==> src/rtl/wdt_pkg.sv <==
package wdt_pkg;
  localparam int unsigned ADDR_W = 4;

  typedef enum logic [ADDR_W-1:0] {
    RA_ALERT   = 4'd0,
    RA_WK_CTRL = 4'd1,
    RA_WK_THR  = 4'd2,
    RA_WK_CNT  = 4'd3,
    RA_LOCK    = 4'd4,
    RA_CTRL    = 4'd5,
    RA_BARK    = 4'd6,
    RA_BITE    = 4'd7,
    RA_COUNT   = 4'd8,
    RA_ISTATE  = 4'd9,
    RA_ITEST   = 4'd10,
    RA_WK_WHY  = 4'd11
  } reg_addr_e;

  typedef struct packed {
    logic pause;
    logic en;
  } ctrl_t;
endpackage

==> src/rtl/wdt_cfg.sv <==
module wdt_cfg
  import wdt_pkg::*;
#(
  parameter int unsigned DW = 32
) (
  input  logic          clk_i,
  input  logic          rst_ni,
  input  logic          wr_lock_i,
  input  logic          wr_ctrl_i,
  input  logic          wr_bark_i,
  input  logic          wr_bite_i,
  input  logic [DW-1:0] wdata_i,
  output logic          unlocked_o,
  output ctrl_t         ctrl_o,
  output logic [DW-1:0] bark_th_o,
  output logic [DW-1:0] bite_th_o
);
  logic unlocked_q;

  always_ff @(posedge clk_i or negedge rst_ni) begin
    if (!rst_ni) begin
      unlocked_q <= 1'b1;
      ctrl_o     <= '0;
      bark_th_o  <= '0;
      bite_th_o  <= '0;
    end else if (unlocked_q) begin
      if (wr_lock_i) unlocked_q <= wdata_i[0];
      if (wr_ctrl_i) ctrl_o     <= ctrl_t'(wdata_i[1:0]);
      if (wr_bark_i) bark_th_o  <= wdata_i;
      if (wr_bite_i) bite_th_o  <= wdata_i;
    end
  end

  assign unlocked_o = unlocked_q;
endmodule

==> src/rtl/wdt_core.sv <==
module wdt_core
  import wdt_pkg::*;
#(
  parameter int unsigned DW = 32
) (
  input  logic          clk_i,
  input  logic          rst_ni,
  input  logic          tick_i,
  input  logic          sleep_i,
  input  ctrl_t         ctrl_i,
  input  logic [DW-1:0] bark_th_i,
  input  logic [DW-1:0] bite_th_i,
  input  logic          cnt_wr_i,
  input  logic [DW-1:0] cnt_wdata_i,
  input  logic          irq_clr_i,
  output logic [DW-1:0] cnt_o,
  output logic          bark_o,
  output logic          bite_o
);
  logic tick_act, bark_hit, bite_hit, bite_done_q;

  // a count write owns the cycle; no compare against the stale value
  assign tick_act = ctrl_i.en & tick_i & ~(ctrl_i.pause & sleep_i) & ~cnt_wr_i;
  assign bark_hit = tick_act & (cnt_o >= bark_th_i);
  assign bite_hit = tick_act & (cnt_o >= bite_th_i) & ~bite_done_q;

  always_ff @(posedge clk_i or negedge rst_ni) begin
    if (!rst_ni) begin
      cnt_o       <= '0;
      bark_o      <= 1'b0;
      bite_o      <= 1'b0;
      bite_done_q <= 1'b0;
    end else begin
      if (cnt_wr_i)      cnt_o <= cnt_wdata_i;
      else if (tick_act) cnt_o <= cnt_o + DW'(1);
      bark_o <= bark_hit | (bark_o & ~irq_clr_i);
      bite_o <= bite_hit;
      if (cnt_wr_i && (cnt_wdata_i < bite_th_i)) bite_done_q <= 1'b0;
      else if (bite_hit)                         bite_done_q <= 1'b1;
    end
  end
endmodule

==> src/rtl/wdog_lock_timer.sv <==
module wdog_lock_timer
  import wdt_pkg::*;
#(
  parameter int unsigned DW = 32
) (
  input  logic              clk_i,
  input  logic              rst_ni,
  input  logic              tick_i,
  input  logic              sleep_i,
  input  logic [ADDR_W-1:0] addr_i,
  input  logic              we_i,
  input  logic [DW-1:0]     wdata_i,
  output logic [DW-1:0]     rdata_o,
  output logic              bark_irq_o,
  output logic              bite_o
);
  localparam int unsigned BARK_BIT = 1;

  logic          unlocked;
  ctrl_t         ctrl;
  logic [DW-1:0] bark_th, bite_th, cnt;
  logic          wr_lock, wr_ctrl, wr_bark, wr_bite, wr_cnt, wr_ist;

  assign wr_lock = we_i && (addr_i == RA_LOCK);
  assign wr_ctrl = we_i && (addr_i == RA_CTRL);
  assign wr_bark = we_i && (addr_i == RA_BARK);
  assign wr_bite = we_i && (addr_i == RA_BITE);
  assign wr_cnt  = we_i && (addr_i == RA_COUNT);
  assign wr_ist  = we_i && (addr_i == RA_ISTATE);

  wdt_cfg #(.DW(DW)) u_cfg (
    .clk_i      (clk_i),
    .rst_ni     (rst_ni),
    .wr_lock_i  (wr_lock),
    .wr_ctrl_i  (wr_ctrl),
    .wr_bark_i  (wr_bark),
    .wr_bite_i  (wr_bite),
    .wdata_i    (wdata_i),
    .unlocked_o (unlocked),
    .ctrl_o     (ctrl),
    .bark_th_o  (bark_th),
    .bite_th_o  (bite_th)
  );

  wdt_core #(.DW(DW)) u_core (
    .clk_i       (clk_i),
    .rst_ni      (rst_ni),
    .tick_i      (tick_i),
    .sleep_i     (sleep_i),
    .ctrl_i      (ctrl),
    .bark_th_i   (bark_th),
    .bite_th_i   (bite_th),
    .cnt_wr_i    (wr_cnt),
    .cnt_wdata_i (wdata_i),
    .irq_clr_i   (wr_ist & wdata_i[BARK_BIT]),
    .cnt_o       (cnt),
    .bark_o      (bark_irq_o),
    .bite_o      (bite_o)
  );

  always_comb begin
    rdata_o = '0;
    unique case (addr_i)
      RA_LOCK:   rdata_o = DW'(unlocked);
      RA_CTRL:   rdata_o = DW'(ctrl);
      RA_BARK:   rdata_o = bark_th;
      RA_BITE:   rdata_o = bite_th;
      RA_COUNT:  rdata_o = cnt;
      RA_ISTATE: rdata_o = DW'(bark_irq_o) << BARK_BIT;
      default:   rdata_o = '0;
    endcase
  end
endmodule

==> config.mk <==
export PLATFORM = sky130hd
export DESIGN_NAME = wdog_lock_timer
export DESIGN_NICKNAME = d
export VERILOG_FILES = /design/src/rtl/wdt_pkg.sv /design/src/rtl/wdt_cfg.sv /design/src/rtl/wdt_core.sv /design/src/rtl/wdog_lock_timer.sv
export SDC_FILE = /design/constraint.sdc
export NUM_CORES = 1
export LEC_CHECK = 0
export BUFFER_PORTS_ARGS = -buffer_cell sky130_fd_sc_hd__buf_2
export CAP_MARGIN = 20
export CORE_AREA = 5 5 88 171
export DETAILED_ROUTE_END_ITERATION = 10
export DIE_AREA = 0 0 93 176
export PLACE_DENSITY = 0.8
export SKIP_LAST_GASP = 1
export SYNTH_ARGS = -nofsm -noshare
export SYNTH_HDL_FRONTEND = slang
export SYNTH_SLANG_ARGS = --single-unit
==> constraint.sdc <==
create_clock -name clk_i -period 1.9 [get_ports clk_i]
set_input_delay 0.285 -clock clk_i [delete_from_list [all_inputs] [get_ports clk_i]]
set_output_delay 0.285 -clock clk_i [all_outputs]
set_load 0.01 [all_outputs]
==> metrics.md, run 1 <==
| Metric | Value |
|---|---|
| Status | complete, but fails checks |
| Failing checks | negative setup slack |
| Synth-to-layout area growth | 38.1% |
| Routability Congestion | 0.948 |
| Post-Syn Area | 0.00710 mm2 |
| Die height | 176 um |
| Clock Tree Buf Depth | 2 |
| Final worst setup slack | -0.360 ns |
| Post-route cell area | 0.00981 mm2 |
| CTS H-tree depth | 3 |
| Setup-failing EPs final | 24 |
| Layout cells sized above 1 | 35.5% |
| Post-route DRC | 0 |
| Cells along the critical path | inv_1 > buf_4 > ha_1 > nand4_1 > nor4_1 > buf_4 > nor4_4 > nor4b_2 > o32a_1 |
| Area after DPL | 0.00854 mm2 |
| # rows | 60 |
| I/O pins | 75 |
| Multi-input logic area | 0.00459 mm2 |
| Period utilization | 119% |
| Worst clock skew | 0.0187 ns |
| Router iterations before antenna repair | 7 |
| Number of flops mapped to enable cells by yosys | 0 |
| Clock network fraction of design power | 31.5% |
| Detailed-route via count | 7,791 |
| PD cells | 646 mW/mm2 |
| Ant. Diodes | 0 |
| Area of the die | 0.0164 mm2 |
| Die Wd | 93 um |
| Routed WL | 28,000 um |
| Hpwl dp | 16,700 um |
| Tot Pwr | 6330 uW |
| Vias in the first global route | 7,503 |
| Total Routing Usage GR | 28.7% |
| Worst r2r dst | u_core.bite_done_q |
| Wire per inst | 23.7 um |
| TritonCTS clock tree | built |
| Register area share after synthesis | 35.9% |
| Hold crit path type | in2reg |
| Comb pwr share | 28.6% |
| Crit Reg-Reg Startpoint | u_cfg.bite_th_o[6] |
| Crit Path Max Fanout | 2 |
| Unrepaired setup endpoints after global routing | yes |
| Min-delay src | wdata_i[28] |
| Crit-path slowest cell | nor4_1 |
| Net Sw Power | 2080 uW |
| Antenna violations before repair | 0 |
| Syn_nets | 950 |
| Port Buffers | 74 |
| Post-route ant nets | 0 |
| Core area | 0.0135 mm2 |
| Fillers | 841 |
| Grt ovf | 0 |
| Synth cell types | 57 |
| Arr. time, crit path | 2.56 ns |
| VDD IR max | 0.497 mV |
| Setup Crit Path Kind | reg2reg |
| Minimum clock period | 2.26 ns |
| Ys flop type | dfrtp_1 |
| Most frequent CP cell | buf_4 |
| Maximum clock frequency | 442 MHz |
| Part of the power in registers | 39.9% |
| Largest net degree at the start of global routing | 45 |
| CTS clk-pin slew, worst paths | 0.08 ns |
| Initial Util | 52.6% |
| Worst Hold End | u_cfg.bite_th_o[28] |
| Crit path capture type | register |
| Cts bufs inserted | 9 |
| First-pass GRT wire length | 36,700 um |
| Post-Synthesis Cells | 813 |
| Sw frac | 32.9% |
| Max stage delay on crit path | 0.47 ns |
| Clk_lat worst skew | 0.37 ns |
| Avg Vias per Cell | 6.61 |
| CP required | 2.20 ns |
| Fin nets | 1,156 |
| Hold depth | 3 |
| Max-slew violations | 0 |
| Iter 0 DRT Violations | 794 |
| Internal power | 4250 uW |
| Asr flop ratio synth | 100% |
| CTS sink cnt | 102 |
| Worst slew pin tran | 0.604 ns |
| FF-to-FF path depth | 9 |
| Static Leak | 0.00500 uW |
| Maximum capacitance violations | 0 |
| Reg2Reg Setup Slack | -0.36 ns |
| Max-slew headroom | 59.3% |
| Yosys warnings | 0 |
| Syn avg cell area | 8.74 um2 |
| Synth Register Bits | 102 |
| Setup crit start kind | register |
| Root Driver | clkbuf_16 |
| Register area | 0.00256 mm2 |
| Hold Violations, Final | 0 |
worst max-delay path: cells and delay by family, from the launching register on:
family                     cells  cell delay [ns]
buffers and inverters          3             0.46
and+or+nand+nor                4             0.90
DFF                            1             0.37
AOI/OAI and AO/OA              1             0.17
adders and majority gates      1             0.30
routing by layer:
layer | GRT usage [%] | routed length (um)
met1 | 28.3 | 8510
met2 | 52.7 | 14300
met3 | 3.97 | 2110
met4 | 21.9 | 3070
met5 | 0 | 0
cell type report:
cell class,instances,share of cell area (%)
repair buffers,230,18.2
multi-input cells,578,46.8
clock inverters,7,0.829
inverters,98,3.75
clock buffers,9,2.30
flip-flops and latches,102,26.1
well taps,155,1.98
registers in the layout, summed over array words and instances, names as in the netlist:
| name | count |
|---|---|
| u_cfg.bark_th_o | 32 |
| u_cfg.bite_th_o | 32 |
| u_cfg.ctrl_o | 2 |
| u_cfg.unlocked_o | 1 |
| u_core.bark_o | 1 |
| u_core.bite_done_q | 1 |
| u_core.bite_o | 1 |
| u_core.cnt_o | 32 |
synth_stat cells, types with 5 or more instances:
cell type  number  area, um2
ha_1           96       1200
nor2_1         19       71.3
nand3_1        15       75.1
xnor2_1        16        140
buf_2          11       55.1
nor3_1          6       30.0
a21o_1         10       75.1
xor2_1         15        131
mux2_2          5       56.3
inv_1          98        368
nand2_1       129        484
dfrtp_1       101       2530
a21oi_1        35        175
a211oi_1        5       37.5
a222oi_1       30        300
clkbuf_1       22       82.6
nand4_1        16        100
nand2b_1        5       31.3
o21ai_0       107        536
and3_1          9       56.3
nor2b_1         5       31.3
cells in the final DEF (no fill, tap or decap), types with 7 or more instances in the layout:
master	count
buf_6	23
a21oi_2	8
dfrtp_2	8
xnor2_1	13
nor2_1	13
o21ai_1	11
a21oi_1	26
a222oi_1	30
a21o_1	10
nand2_1	127
inv_2	18
clkbuf_16	9
buf_2	70
buf_12	10
ha_4	19
inv_1	80
xor2_1	15
o21ai_2	7
nand4_1	16
ha_1	77
buf_4	124
nand3_1	12
o21ai_0	93
dfrtp_1	93
what timing repair did:
item	4_1_cts	5_1_grt
endpoints found under the setup margin	8	38
hold buffers	1	0
buffers inserted	7	36
resized for setup	30	123
pin swaps	16	57
endpoints found under the hold margin	21	0
gates cloned	1	0
stage by stage:
stage	setup TNS [ns]	util (%)	setup slack [ns]	hold slack, ns	instances
global placement	-0.805	63.2	-0.223	0.225	1124
finish	-1.93	72.6	-0.360	0.188	1179
floorplan	0	-	0.0418	-0.0106	813
global route	-5.67	72.6	-0.575	0.213	1179
detailed placement	-0.972	63.2	-0.271	0.226	1124
CTS	-0.176	66.8	-0.0705	0.189	1147
power by group through the flow:
stage	Combinational, uW	Sequential, uW	Clock (uW)
3_3_place_gp	1250	2510	0
6_report	1810	2530	1990
3_5_place_dp	1290	2510	0
4_1_cts	1390	2470	1940
2_1_floorplan	512	2540	0
5_1_grt	1910	2540	2070
kinds of logic after synthesis:
kind of cell,share of synthesized area [%]
AOI/OAI and AO/OA,18.7
xor gates and xnor gates,3.82
adders and majority gates,16.9
buffers and inverters,7.24
DFF,35.9
muxes,1.07
and+or+nand+nor,16.3
how the worst max path moves through the flow:
stage	start	end	slack [ns]	depth (start not counted)
after floorplan	u_core.cnt_o[13]	u_core.bite_done_q	0.04	7
after global placement	u_core.cnt_o[6]	u_core.bite_done_q	-0.22	7
after detailed placement	u_core.cnt_o[6]	u_core.bite_done_q	-0.27	7
after CTS	u_cfg.bite_th_o[25]	u_core.bite_done_q	-0.07	6
after global routing	u_core.cnt_o[0]	u_core.cnt_o[18]	-0.58	8
final	u_cfg.bite_th_o[6]	u_core.bite_done_q	-0.36	9
Power figures use the tool's default switching activity.
==> run 2, diff against run 1 <==
- ABC_AREA: not set -> 1
- CORE_AREA: 5 5 88 171 -> 5 5 90 175
- DIE_AREA: 0 0 93 176 -> 0 0 95 180
- PLACE_DENSITY: 0.8 -> 0.81
==> run 2 against run 1 <==
The run still ends with negative setup slack left. Flip-flop and latch count unchanged. Combinational power increased by 15%. Wire length decreased by 16%. Setup slack better by 0.35 ns. Via count is 4.3% lower. Global-route usage down 0.69 points. Area after synthesis up 6.9%. Non-clock buffer count shrank 99. Final area down 8.1%. Maximum frequency increased by 18%. Clock power rose by 9%. Critical path type unchanged. Largest cell class unchanged. Highest routed layer unchanged.
==> metrics.md, run 2 <==
| Metric | Value |
|---|---|
| Number of flops mapped to enable cells by yosys | 0 (unchanged) |
| Root Driver | clkbuf_16 |
| Routability Congestion | 0.943 (-0.53%) |
| Worst slew pin tran | 0.394 ns (-0.210 ns) |
| Post-route DRC | 0 (unchanged) |
| Synth area leaders | dfrtp_1 (33%), ha_1 (16%), nand2_1 (12%) |
| Largest area contributor in the netlist | dfrtp_1 |
| Maximum capacitance violations | 0 (unchanged) |
| Setup-failing EPs final | 4 (-83%) |
| Synth-to-layout area growth | 18.8% |
| CTS H-tree depth | 3 (unchanged) |
| Initial Util | 53.2% (+0.62 points) |
| Routed WL | 23,500 um (-16%) |
| Max-slew violations | 0 (unchanged) |
| Clk_lat worst skew | 0.36 ns (about the same) |
| Hold depth | 3 (unchanged) |
| First-pass GRT wire length | 37,200 um (+1.4%) |
| Setup Crit Path Kind | reg2reg |
| Yosys warnings | 0 (unchanged) |
| Commonest non-fill, non-tap cell in the layout | nand2_1 |
| Hold crit path type | in2reg |
| Asr flop ratio synth | 100% (unchanged) |
| I/O pins | 75 (unchanged) |
| Synth top area share | 33.3% (-2.3 points) |
| Fin nets | 1,233 (+6.7%) |
| Post-Synthesis Cells | 981 (+21%) |
| Worst Hold End | u_cfg.unlocked_o |
| Crit path capture type | register |
| Status | complete, but fails checks |
| Port Buffers | 74 (unchanged) |
| Ant. Diodes | 0 (unchanged) |
| Largest net degree at the start of global routing | 61 (+36%) |
| Layout cells sized above 1 | 18.7% (-17 points) |
| Total Routing Usage GR | 28.0% (-0.69 points) |
| Clock Tree Buf Depth | 2 (unchanged) |
| Final worst setup slack | -0.0105 ns (+0.349 ns) |
| CTS sink cnt | 102 (unchanged) |
| Setup crit start kind | register |
| Area of the die | 0.0171 mm2 (+4.5%) |
| Min-delay src | wdata_i[0] |
| Maximum clock frequency | 523 MHz (+18%) |
| Antenna violations before repair | 0 (unchanged) |
| Unrepaired setup endpoints after global routing | yes |
| Iter 0 DRT Violations | 533 (-33%) |
| CP required | 2.16 ns (-0.04 ns) |
| Grt ovf | 0 (unchanged) |
| Crit Path Max Fanout | 6 (+4) |
| Hold Violations, Final | 0 (unchanged) |
| Ys flop type | dfrtp_1 |
| Cts bufs inserted | 9 (unchanged) |
| # rows | 62 (+3.3%) |
| Most instantiated library cell after synthesis | nand2_1 |
| TritonCTS clock tree | built |
| Most frequent cells in the layout | nand2_1 (231), inv_1 (151), dfrtp_1 (95) |
| Router iterations before antenna repair | 5 (-2) |
| Avg Vias per Cell | 5.77 (-13%) |
| Register area share after synthesis | 33.6% (-2.3 points) |
| Synth Register Bits | 102 (unchanged) |
| Vias in the first global route | 7,771 (+3.6%) |
| CTS clk-pin slew, worst paths | 0.08 ns (about the same) |
| Syn_nets | 1,118 (+18%) |
| Worst clock skew | 0.0118 ns (-0.00692 ns) |
| Hpwl dp | 17,700 um (+5.8%) |
| Static Leak | 0.00431 uW (-14%) |
| Post-layout util | 63.2% (-9.4 points) |
| Post-Syn Area | 0.00759 mm2 (+6.9%) |
| Period utilization | 101% (-18 points) |
| Die Wd | 95 um (+2.2%) |
| PD cells | 754 mW/mm2 (+17%) |
| Post-route ant nets | 0 (unchanged) |
| Core area | 0.0143 mm2 (+5.6%) |
| Arr. time, crit path | 2.17 ns (-0.39 ns) |
| Die height | 180 um (+2.3%) |
| Reg2Reg Setup Slack | -0.01 ns (+0.35 ns) |
| Failing checks | negative setup slack |
| VDD IR max | 0.484 mV (-2.6%) |
| Max-slew headroom | 73.7% (+14 points) |
| Worst r2r dst | u_core.bite_o |
| FF-to-FF path depth | 10 (+1) |
| Minimum clock period | 1.91 ns (-0.349 ns) |
| Wire per inst | 18.2 um (-23%) |
| Crit Reg-Reg Startpoint | u_core.cnt_o[15] |
| Synth cell types | 39 (-32%) |
| Commonest cells in the netlist | nand2_1 (234), inv_1 (155), dfrtp_1 (101), ha_1 (96), o21ai_0 (74) |
| Detailed-route via count | 7,458 (-4.3%) |
| Syn avg cell area | 7.74 um2 (-11%) |
| Fin Hold WS | 0.171 ns (-0.0168 ns) |
| Largest registers | u_cfg.bark_th_o (32), u_cfg.bite_th_o (32), u_core.cnt_o (32) |
-- run 2: critical path, stage by stage, from the launching register on --
cell and delay [ns]:
dfrtp_2 0.45, ha_1 0.34, a21oi_1 0.15, o21ai_0 0.17, a21oi_2 0.25, nand2_1 0.10
nand2_1 0.07, nand2_1 0.04, nand2_1 0.07, nor2_1 0.05, buf_4 0.12
-- run 2: worst max-delay path by stage --
stage | cells after the start | slack (ns) | end | startpoint
final | 10 | -0.01 | u_core.bite_o | u_core.cnt_o[15]
after global routing | 12 | -0.25 | u_core.bite_done_q | u_cfg.bite_th_o[13]
after CTS | 12 | 0.01 | u_core.cnt_o[28] | u_core.cnt_o[1]
after detailed placement | 10 | -0.1 | u_core.bite_o | u_core.cnt_o[13]
after global placement | 10 | -0.06 | u_core.bite_o | u_core.cnt_o[15]
after floorplan | 10 | 0.26 | u_core.cnt_o[26] | u_core.cnt_o[1]
-- run 2: cell type report --
| type | instances | area [um2] |
|---|---|---|
| well taps | 192 | 240 |
| fillers | 1265 | 5250 |
| flip-flops and latches | 102 | 2560 |
| multi-input cells | 690 | 4420 |
| clock inverters | 6 | 110 |
| inverters | 162 | 614 |
| repair buffers | 131 | 845 |
| clock buffers | 10 | 229 |
-- run 2: cell families (layout without fill, tap and decap cells) --
| logic type | Yosys count | after routing | share of synthesized area, % |
|---|---|---|---|
| XOR/XNOR | 20 | 20 | 2.31 |
| flip-flops | 102 | 102 | 33.6 |
| AND/OR/NAND/NOR | 354 | 354 | 20.9 |
| adder cells (fa/ha/maj) | 96 | 96 | 15.8 |
| AO/OA/AOI/OAI | 220 | 220 | 17.7 |
| buffers and inverters | 189 | 309 | 9.69 |
-- run 2: timing repair --
| item | 4_1_cts | 5_1_grt |
|---|---|---|
| setup endpoints to repair | 4 | 31 |
| hold endpoints to repair | 6 | 0 |
| pin swaps | 0 | 10 |
| gates resized for setup | 2 | 36 |
| setup buffers | 1 | 10 |
| hold buffers | 1 | 0 |
-- run 2: power breakdown --
group,switching [uW],total [uW],internal (uW)
combinational,1220,2090,865
sequential,217,2550,2330
clock,875,2160,1290
-- run 2: stage by stage --
step	area (um2)	power [uW]	setup WS (ns)	instances	TNS, ns
floorplan	7590	3730	0.263	981	0
global placement	8450	4390	-0.0608	1265	-0.0800
detailed placement	8450	4450	-0.0966	1265	-0.155
CTS	8820	6640	0.00972	1283	0
global route	9020	7160	-0.246	1293	-1.16
finish	9020	6800	-0.0105	1293	-0.0292
-- run 2: routing by layer --
metal  GRT usage [%]  up-vias  routed length, um  part of all wire, %
li1                -     3518                  -                    -
met1            27.8     3511               8050                   34
met2            49.1      299              12400                   53
met3            4.18      130               1070                  4.5
met4            23.7        0               2050                  8.7
met5               0        -                  0                    0
==> run 3, diff against run 2 <==
- CORE_AREA: 5 5 90 175 -> 5 5 125 246
- DIE_AREA: 0 0 95 180 -> 0 0 130 251
- PLACE_DENSITY: 0.81 -> 0.47
- TNS_END_PERCENT: not set -> 5
- clock period: 1.9 -> 2 ns (I/O delays scaled with it)
==> run 3 against run 2 <==
The run now ends clean. Non-clock buffer count fell by 16. Flip-flop and latch count is the same. First-iteration DRC count is 23% lower. Critical path depth is the same.
==> metrics.md, run 3 (synthesis gave the netlist of run 2 again) <==
| Metric | Value |
|---|---|
| # rows | 88 (+42%) |
| CTS H-tree depth | 3 (unchanged) |
| TritonCTS clock tree | built |
| Clk_lat worst skew | 0.37 ns (about the same) |
| Net Sw Power | 2120 uW (-8.3%) |
| Maximum clock frequency | 525 MHz (+0.39%) |
| Root Driver | clkbuf_16 |
| Avg Vias per Cell | 4.76 (-17%) |
| Worst slew pin tran | 0.528 ns (+0.134 ns) |
| Antenna violations before repair | 1 (+1) |
| Hpwl dp | 19,600 um (+11%) |
| Bufs and invs on worst path | 1 (unchanged) |
| Largest net degree at the start of global routing | 47 (-23%) |
| CP Depth | 10 (unchanged) |
| Setup crit end | u_core.bark_o |
| CP startpoint | u_core.cnt_o[29] |
| Crit-path slowest cell | dfrtp_1 |
| CTS clk-pin slew, worst paths | 0.07 ns (about the same) |
| Reg2Reg Setup Slack | 0.1 ns (+0.11 ns) |
| Wire per inst | 17.2 um (-5.5%) |
| Part of the power in registers | 37.9% (+0.4 points) |
| Status | completed |
| Hold Violations, Final | 0 (unchanged) |
| Sw frac | 33.2% (-0.84 points) |
| Post-route cell area | 0.00900 mm2 (-0.25%) |
| Routed WL | 24,900 um (+5.7%) |
| Clock network fraction of design power | 34.8% (+3.0 points) |
| Max-slew headroom | 64.8% (-8.9 points) |
| VDD IR max | 0.422 mV (-13%) |
| Cells along the critical path | ha_1 > nand2_1 > nor2_1 > nand4_1 > nor4_1 > buf_4 > nand3_1 > nand3_1 > nand2_1 > nand2_1 |
| Synth-to-layout area growth | 18.5% |
| Setup crit start kind | register |
| Iter 0 DRT Violations | 409 (-23%) |
| First-pass GRT wire length | 40,100 um (+7.9%) |
| Crit Reg-Reg Startpoint | u_core.cnt_o[29] |
| Period utilization | 95.2% (-5.4 points) |
| Routability Congestion | 0.835 (-12%) |
| Most frequent cells in the layout | nand2_1 (234), inv_1 (154), dfrtp_1 (101) |
| Maximum capacitance violations | 0 (unchanged) |
| Ant. Diodes | 0 (unchanged) |
| Post-CTS Setup Bufs | 0 (-1) |
| Fin nets | 1,217 (-1.3%) |
| Commonest non-fill, non-tap cell in the layout | nand2_1 |
| Most frequent CP cell | nand2_1 |
| Cts bufs inserted | 9 (unchanged) |
| Initial Util | 26.5% (-27 points) |
| Router iterations before antenna repair | 5 (unchanged) |
| Setup-failing EPs final | 0 (-4) |
| Delay-heaviest family, CP | simple AND/OR/NAND/NOR gates |
| Minimum clock period | 1.90 ns (-0.00740 ns) |
| Crit Path Max Fanout | 5 (-1) |
| Largest registers | u_cfg.bark_th_o (32), u_cfg.bite_th_o (32), u_core.cnt_o (32) |
| Max-slew violations | 0 (unchanged) |
| Worst r2r dst | u_core.bark_o |
| Fin Hold WS | 0.179 ns (+0.00751 ns) |
| PD cells | 710 mW/mm2 (-5.8%) |
| CTS sink cnt | 102 (unchanged) |
| Fillers | 3,100 (+150%) |
| Worst clock skew | 0.0157 ns (+0.00391 ns) |
| FF-to-FF path depth | 10 (unchanged) |
| Post-route DRC | 0 (unchanged) |
| Total Routing Usage GR | 15.8% (-12 points) |
| Port Buffers | 74 (unchanged) |
| Layout cells sized above 1 | 15.1% (-3.6 points) |
| Area of the die | 0.0326 mm2 (+91%) |
| Crit path capture type | register |
| I/O pins | 75 (unchanged) |
| Comb pwr share | 27.3% (-3.4 points) |
| Die Wd | 130 um (+37%) |
| Static Leak | 0.00423 uW (-1.7%) |
| Max stage delay on crit path | 0.44 ns (about the same) |
| Post-route ant nets | 0 (unchanged) |
| Grt ovf | 0 (unchanged) |
| Min-delay src | wdata_i[0] |
| Hold crit path type | in2reg |
| Vias in the first global route | 7,246 (-6.8%) |
| Area after DPL | 0.00863 mm2 (+2.0%) |
| Detailed-route via count | 6,880 (-7.8%) |
| Arr. time, crit path | 2.21 ns (+0.04 ns) |
| Setup Crit Path Kind | reg2reg |
| Unrepaired setup endpoints after global routing | yes |
| Fin Setup TNS | 0 ns (+0.0292 ns) |
| Tot Pwr | 6390 uW (-6.0%) |
| Core area | 0.0286 mm2 (+100%) |
| Internal power | 4270 uW (-4.8%) |
| Clock Tree Buf Depth | 2 (unchanged) |
| Die height | 251 um (+39%) |
| CP required | 2.31 ns (+0.15 ns) |
==> run 3: cell count changes in the layout (fill, tap and decap cells not counted), sizes merged <==
cell,before,now
buf,130,114
bufinv,3,4
clkinv,1,2
clkinvlp,3,0
inv,161,162
==> run 3: area by class of cell <==
class / instances / area, um2 / share of cell area, %
Tap cell: 360 / 450 / 5.01
Multi-Input combinational cell: 690 / 4300 / 47.8
Clock buffer: 10 / 229 / 2.54
Sequential cell: 102 / 2550 / 28.4
Inverter: 162 / 608 / 6.76
Timing Repair Buffer: 115 / 721 / 8.01
Clock inverter: 6 / 134 / 1.49
==> run 3: timing repair <==
action,CTS,global route
gates resized for setup,0,1
hold endpoints to repair,30,0
hold buffers,1,0
endpoints found under the setup margin,0,9
==> run 3: routing by layer <==
metal | track usage (%) | wire length (um) | up-vias
li1 | - | - | 3481
met1 | 20.6 | 11400 | 3241
met2 | 26.3 | 12000 | 122
met3 | 2.76 | 966 | 34
met4 | 5.08 | 559 | 2
met5 | 0 | 7 | -
==> run 3: power groups by stage <==
stage	logic (uW)	clock network [uW]	registers, uW
after floorplan	1110	0	2440
after global placement	1730	0	2460
after detailed placement	1750	0	2460
after CTS	1760	2290	2420
after global routing	2020	2360	2450
final	1740	2220	2420
==> run 3: worst min path at each step <==
stage | to | slack (ns) | cells past startpoint
after floorplan | u_cfg.bark_th_o[0] | 0.004 | 0
after global placement | u_core.cnt_o[22] | 0.33 | 1
after detailed placement | u_core.cnt_o[22] | 0.32 | 1
after CTS | u_cfg.unlocked_o | 0.16 | 3
after global routing | u_cfg.unlocked_o | 0.19 | 3
final | u_cfg.unlocked_o | 0.18 | 3
==> run 3: tightest hold or removal path, stage by stage <==
cell	delay, ns
buf_2	0.09
o21ai_0	0.08
inv_1	0.05
==> run 3: through the flow <==
stage                     util, %  cells  setup WS [ns]
after floorplan                 -    981          0.363
after global placement       30.1   1428         0.0188
after detailed placement     30.1   1428         0.0119
after CTS                    31.4   1445         0.0140
after global routing         31.4   1445        -0.0601
final                        31.4   1445         0.0969
